<file path="src/rtl/cnu_pkg.sv">
// Package: shared defaults and the operation selector for the sign-magnitude adder.
// Assumes: nothing beyond being compiled before the modules that import it.
package cnu_pkg;
    localparam int CNU_DEG_DEF  = 3;
    localparam int CNU_MAG_DEF  = 6;
    localparam int CNU_FRAC_DEF = 4;

    typedef enum logic {
        SM_ADD = 1'b0,
        SM_SUB = 1'b1
    } sm_op_e;
endpackage

</file>
<file path="src/rtl/cnu_phi_lut.sv">
// Module: combinational phi table, phi(x) = ln((1+e^-x)/(1-e^-x)).
// Each entry is floor(16*phi(k/16)), clamped to the largest code; code 0 maps to the largest code.
// Assumes: magnitudes are unsigned with FRAC_W fraction bits; the table is fixed at elaboration.
module cnu_phi_lut #(
    parameter int MAG_W  = 6,
    parameter int FRAC_W = 4
) (
    input  logic [MAG_W-1:0] mag_i,
    output logic [MAG_W-1:0] phi_o
);
    localparam int N_ENT = 2 ** MAG_W;
    localparam int MAXV  = N_ENT - 1;
    localparam int SCALE = 2 ** FRAC_W;

    logic [MAG_W-1:0] tbl [N_ENT];

    // One entry per magnitude code, computed from the real-valued function.
    for (genvar k = 0; k < N_ENT; k++) begin : g_ent
        localparam real XV = (k == 0) ? 1.0 : real'(k) / real'(SCALE);
        localparam real FV = $ln((1.0 + $exp(-XV)) / (1.0 - $exp(-XV))) * real'(SCALE);
        localparam int  EV = (k == 0 || FV >= real'(MAXV)) ? MAXV : $rtoi(FV);
        assign tbl[k] = MAG_W'(EV);
    end

    // Table read.
    assign phi_o = tbl[mag_i];
endmodule

</file>
<file path="src/rtl/cnu_sm_addsub.sv">
// Module: sign-magnitude adder/subtractor that decides the result by comparing magnitudes.
// Equal signs: magnitudes add and saturate. Different signs: larger minus smaller, sign of the larger.
// Equal magnitudes with different signs give a positive zero. SM_SUB inverts the second sign first.
// Assumes: both operands share the magnitude width MAG_W.
module cnu_sm_addsub
    import cnu_pkg::*;
#(
    parameter int MAG_W = 6
) (
    input  sm_op_e           op_i,
    input  logic             a_sgn_i,
    input  logic [MAG_W-1:0] a_mag_i,
    input  logic             b_sgn_i,
    input  logic [MAG_W-1:0] b_mag_i,
    output logic             r_sgn_o,
    output logic [MAG_W-1:0] r_mag_o
);
    logic             b_eff;
    logic [MAG_W:0]   wide_sum;

    // Effective sign of the second operand and the widened magnitude sum.
    assign b_eff    = b_sgn_i ^ (op_i == SM_SUB);
    assign wide_sum = {1'b0, a_mag_i} + {1'b0, b_mag_i};

    // Result selection by sign agreement and magnitude comparison.
    always_comb begin
        if (a_sgn_i == b_eff) begin
            r_sgn_o = a_sgn_i;
            r_mag_o = wide_sum[MAG_W] ? {MAG_W{1'b1}} : wide_sum[MAG_W-1:0];
        end else if (a_mag_i >= b_mag_i) begin
            r_mag_o = a_mag_i - b_mag_i;
            r_sgn_o = (a_mag_i == b_mag_i) ? 1'b0 : a_sgn_i;
        end else begin
            r_mag_o = b_mag_i - a_mag_i;
            r_sgn_o = b_eff;
        end
    end
endmodule

</file>
<file path="src/rtl/ldpc_cnu.sv">
// Module: check-node unit computing DEG extrinsic messages with the phi-table tanh rule.
// Maps each input magnitude through phi, sums with saturation, subtracts each edge's own term,
// maps back through phi, and assigns each edge the parity of the other signs. One register stage.
// Assumes: edge j sits at bits [j*(MAG_W+1) +: MAG_W+1], sign in the top bit of each field.
module ldpc_cnu
    import cnu_pkg::*;
#(
    parameter int DEG    = CNU_DEG_DEF,
    parameter int MAG_W  = CNU_MAG_DEF,
    parameter int FRAC_W = CNU_FRAC_DEF
) (
    input  logic                         clk,
    input  logic                         rst_n,
    input  logic                         valid_i,
    input  logic [DEG*(MAG_W+1)-1:0]     msg_i,
    output logic                         valid_o,
    output logic [DEG*(MAG_W+1)-1:0]     msg_o
);
    localparam int MSG_W = MAG_W + 1;
    localparam int BUS_W = DEG * MSG_W;
    localparam logic [MAG_W-1:0] MAXV = {MAG_W{1'b1}};

    logic [DEG-1:0]   sgn_in;
    logic [DEG-1:0]   sgn_out;
    logic             sgn_all;
    logic [MAG_W-1:0] mag_in   [DEG];
    logic [MAG_W-1:0] phi_in   [DEG];
    logic [MAG_W-1:0] acc_mag  [DEG];
    logic             acc_sgn  [DEG];
    logic [MAG_W-1:0] diff_mag [DEG];
    logic             diff_sgn [DEG];
    logic [MAG_W-1:0] phi_out  [DEG];
    logic [BUS_W-1:0] msg_next;

    // Per-edge field split and forward table lookup.
    for (genvar j = 0; j < DEG; j++) begin : g_in
        assign sgn_in[j] = msg_i[j*MSG_W + MAG_W];
        assign mag_in[j] = msg_i[j*MSG_W +: MAG_W];
        cnu_phi_lut #(.MAG_W(MAG_W), .FRAC_W(FRAC_W)) u_lut_in (
            .mag_i (mag_in[j]),
            .phi_o (phi_in[j])
        );
    end

    // Saturating accumulation chain of the mapped magnitudes.
    assign acc_mag[0] = phi_in[0];
    assign acc_sgn[0] = 1'b0;
    for (genvar j = 1; j < DEG; j++) begin : g_acc
        cnu_sm_addsub #(.MAG_W(MAG_W)) u_acc (
            .op_i    (SM_ADD),
            .a_sgn_i (acc_sgn[j-1]),
            .a_mag_i (acc_mag[j-1]),
            .b_sgn_i (1'b0),
            .b_mag_i (phi_in[j]),
            .r_sgn_o (acc_sgn[j]),
            .r_mag_o (acc_mag[j])
        );
    end

    // Exclusion of each edge's own term and reverse table lookup.
    for (genvar j = 0; j < DEG; j++) begin : g_out
        cnu_sm_addsub #(.MAG_W(MAG_W)) u_excl (
            .op_i    (SM_SUB),
            .a_sgn_i (acc_sgn[DEG-1]),
            .a_mag_i (acc_mag[DEG-1]),
            .b_sgn_i (1'b0),
            .b_mag_i (phi_in[j]),
            .r_sgn_o (diff_sgn[j]),
            .r_mag_o (diff_mag[j])
        );
        cnu_phi_lut #(.MAG_W(MAG_W), .FRAC_W(FRAC_W)) u_lut_out (
            .mag_i (diff_mag[j]),
            .phi_o (phi_out[j])
        );
        assign sgn_out[j] = sgn_all ^ sgn_in[j];

        // the saturated sum is never below any single mapped term.
        a_r4_sum_covers: assert property (@(posedge clk) disable iff (!rst_n)
            valid_i |-> (acc_mag[DEG-1] >= phi_in[j]) && !diff_sgn[j]);
        // a zero magnitude maps to the largest code.
        a_r2_zero_sat: assert property (@(posedge clk) disable iff (!rst_n)
            (valid_i && mag_in[j] == '0) |-> (phi_in[j] == MAXV));
    end

    // Parity of all input signs.
    assign sgn_all = ^sgn_in;

    // Packing of the next output word.
    always_comb begin
        msg_next = '0;
        for (int j = 0; j < DEG; j++) begin
            msg_next[j*MSG_W +: MSG_W] = {sgn_out[j], phi_out[j]};
        end
    end

    // Output register: cleared by reset, loaded only on a valid beat.
    always_ff @(posedge clk) begin
        if (!rst_n) begin
            valid_o <= 1'b0;
            msg_o   <= '0;
        end else begin
            valid_o <= valid_i;
            if (valid_i) begin
                msg_o <= msg_next;
            end
        end
    end

    // one-cycle strobe latency.
    a_r7_latency: assert property (@(posedge clk) disable iff (!rst_n)
        $past(rst_n) |-> (valid_o == $past(valid_i)));
    // output word holds when no beat was accepted.
    a_r8_hold: assert property (@(posedge clk) disable iff (!rst_n)
        ($past(rst_n) && !$past(valid_i)) |-> $stable(msg_o));
    // parity of output signs follows from excluding each edge once.
    a_r6_sign_parity: assert property (@(posedge clk) disable iff (!rst_n)
        ($past(rst_n) && valid_o) |->
        ((^sgn_out_q()) == ((DEG % 2 == 1) ? 1'b0 : ^$past(sgn_in))));

    function automatic logic [DEG-1:0] sgn_out_q();
        logic [DEG-1:0] s;
        for (int j = 0; j < DEG; j++) s[j] = msg_o[j*MSG_W + MAG_W];
        return s;
    endfunction
endmodule

</file>
<file path="config.mk">
export PLATFORM = sky130hd
export DESIGN_NAME = ldpc_cnu
export DESIGN_NICKNAME = d
export VERILOG_FILES = /design/src/rtl/cnu_pkg.sv /design/src/rtl/cnu_phi_lut.sv /design/src/rtl/cnu_sm_addsub.sv /design/src/rtl/ldpc_cnu.sv
export SDC_FILE = /design/constraint.sdc
export NUM_CORES = 1
export LEC_CHECK = 0
export BUFFER_PORTS_ARGS = -buffer_cell sky130_fd_sc_hd__buf_4
export CORE_MARGIN = 2
export CORE_UTILIZATION = 35
export CTS_CLUSTER_DIAMETER = 150
export DETAILED_ROUTE_END_ITERATION = 10
export PLACE_DENSITY_LB_ADDON = 0.3
export SYNTH_ARGS = -nofsm -noshare
export SYNTH_HDL_FRONTEND = slang
export SYNTH_HIERARCHICAL = 1
export SYNTH_SLANG_ARGS = --single-unit
</file>
<file path="constraint.sdc">
create_clock -name clk -period 10.3 [get_ports clk]
set_clock_uncertainty 0.2 [all_clocks]
set_input_delay 1.03 -clock clk [delete_from_list [all_inputs] [get_ports clk]]
set_output_delay 1.03 -clock clk [all_outputs]
set_load 0.01 [all_outputs]
</file>
==> metrics <==
status finished, final reports clean; maximum frequency from static timing analysis 0.105 GHz; post-detailed-route count of antenna-violating nets 0; min cycle time layout 9560 ps; count of pins on the block boundary 46; Inserted Diodes 0; number of remaining DRC errors 0; fin util 0.382; Synth warnings 6; number of global-route vias before repair 6884; max-slew headroom at the worst pin 0.310; setup repair after global routing missed its margin no; total of fill cells in the finished design 2428; cell mode on critical path sky130_fd_sc_hd__ha_1; CP max FO 16; mean instance size in the synthesized netlist 8.06 um^2; Setup crit start kind input port; RD Place Congestion 0.888; ratio of final minimum period to clock period 0.928; Core Region 0.0233 mm^2; worst slack at placement 544 ps; Gates resized, CTS repair 0; Hold Path Stages 2; worst min-delay path class reg -> reg; maximum number of pins on one net before global-route repair 26; wire length of the first global-routing pass 33100 um; type of element capturing the critical path flip-flop; number of instances in the synthesized netlist 1026; die height 158 um; antenna violations before repair 0; die area 0.0249 mm^2; cell depth of the worst flop-to-flop path 2; critical path's largest stage delay 660 ps; cell at the slowest stage of the critical path sky130_fd_sc_hd__nor4_1; TritonCTS clock tree built; worst setup path category in -> reg; final slew viol count 0; number of nets in the layout 1225; clock tree sinks 22; total of hold buffers inserted after clock tree synthesis 0; Post-DP HPWL 15500 um; worst reg-to-reg setup slack 9460 ps; routed wire length 19500 um; Reg-to-Reg End msg_o[20]$_SDFFE_PN0P_; launch instance of the worst min-delay path msg_o[3]$_SDFFE_PN0P_; CTS Root Cell sky130_fd_sc_hd__clkbuf_16; post-detailed-route via-to-cell ratio 5.41; fraction of layout instances using a drive strength above 1 0.154; std cell rows 56; Layout Area Growth over Synthesis 7.70%; number of buffers inserted by port buffering 45; Finish-stage setup viols 0; CTS HTree Levels 1; Max clock buf depth 2; detailed-router iteration count before antenna repair 5; worst setup margin 742 ps; cell area after synthesis 0.00827 mm^2; Setup Fix Bufs, Post-CTS 0; worst skew pair latency 250 ps; count of routing violations after the opening detailed-route iteration 465; startpoint of the most critical register-to-register path msg_o[20]$_SDFFE_PN0P_; Reg clk slew, reported paths 50 ps; effective utilization at floorplan 0.354; worst hold path endpoint msg_o[3]$_SDFFE_PN0P_; number of hold violations in the final report 0; routed via count 7410; Worst EP required 10240 ps; max-cap violations 0; final total negative setup slack 0 ps; average wire per cell in the routed design 14.2 um; sum of overflow across all layers after global routing 0; Tot GR Track Use 0.155; critical path arrival 9500 ps; die span in x 158 um; Num CTS Buffers 3; transition time at the pin with the least slew margin 1030 ps
==> worst max path at each step <==
stage,to,cells past startpoint,slack (ps),from
after detailed placement,msg_o[1]$_SDFFE_PN0P_,34,540,msg_i[8]
after global placement,msg_o[1]$_SDFFE_PN0P_,35,650,msg_i[8]
final,msg_o[1]$_SDFFE_PN0P_,35,740,msg_i[8]
after global routing,msg_o[1]$_SDFFE_PN0P_,35,60,msg_i[8]
after floorplan,msg_o[1]$_SDFFE_PN0P_,34,330,msg_i[0]
after CTS,msg_o[1]$_SDFFE_PN0P_,35,800,msg_i[8]
==> critical path: cells and delay by family <==
kind / cells / cell delay [ps]
multiplexers: 5 / 1390
adder cells (fa/ha/maj): 5 / 2020
AND/OR/NAND/NOR: 7 / 1780
AO/OA/AOI/OAI: 9 / 2030
buffers and inverters: 9 / 1230
==> state kept, by name, indices dropped and copies added (netlist names) <==
signal   count
msg_o       21
valid_o      1
==> layout by cell type, fill, tap and decap left out, types with 10 or more instances in the layout <==
cell type / count
sky130_fd_sc_hd__a211oi_1: 11
sky130_fd_sc_hd__ha_1: 133
sky130_fd_sc_hd__o21a_1: 14
sky130_fd_sc_hd__conb_1: 17
sky130_fd_sc_hd__inv_1: 79
sky130_fd_sc_hd__o211ai_1: 12
sky130_fd_sc_hd__nor4_1: 10
sky130_fd_sc_hd__nand3_1: 23
sky130_fd_sc_hd__nand2_1: 34
sky130_fd_sc_hd__nor3_1: 33
sky130_fd_sc_hd__a21oi_1: 49
sky130_fd_sc_hd__nor2_1: 54
sky130_fd_sc_hd__o21ai_0: 39
sky130_fd_sc_hd__inv_2: 22
sky130_fd_sc_hd__buf_4: 70
sky130_fd_sc_hd__a31oi_1: 13
sky130_fd_sc_hd__o31ai_1: 13
sky130_fd_sc_hd__xnor2_1: 12
sky130_fd_sc_hd__nor3b_1: 14
sky130_fd_sc_hd__a221oi_1: 12
sky130_fd_sc_hd__nor2b_1: 55
sky130_fd_sc_hd__a21o_1: 15
sky130_fd_sc_hd__dfxtp_1: 22
sky130_fd_sc_hd__fa_1: 15
sky130_fd_sc_hd__o31a_1: 11
sky130_fd_sc_hd__mux2i_1: 41
==> metrics by stage <==
stage               hold WS (ps)  std cells  instance area [um^2]
floorplan                    338       1041                  8330
detailed placement           304       1367                  8830
CTS                          319       1370                  8910
global route                 345       1370                  8910
global placement             296       1367                  8830
finish                       313       1370                  8910
==> routing by layer <==
layer,track usage,part of all wire,vias up
li1,-,-,3805
met1,0.227,0.51,3429
met5,0,0,-
met4,0.0355,0.019,0
met2,0.253,0.44,154
met3,0.00493,0.030,22
==> area by class of cell <==
class	count	area, um^2	share of cell area
clock buffer	3	75.1	0.00843
inverter	101	379	0.0426
multi-input combinational	855	7090	0.796
sequential	22	440	0.0495
tap	319	399	0.0448
timing repair buffer	70	526	0.0590
Power is not shown: default switching activity piles up to over one toggle a cycle in this logic, so the estimate is an artifact.
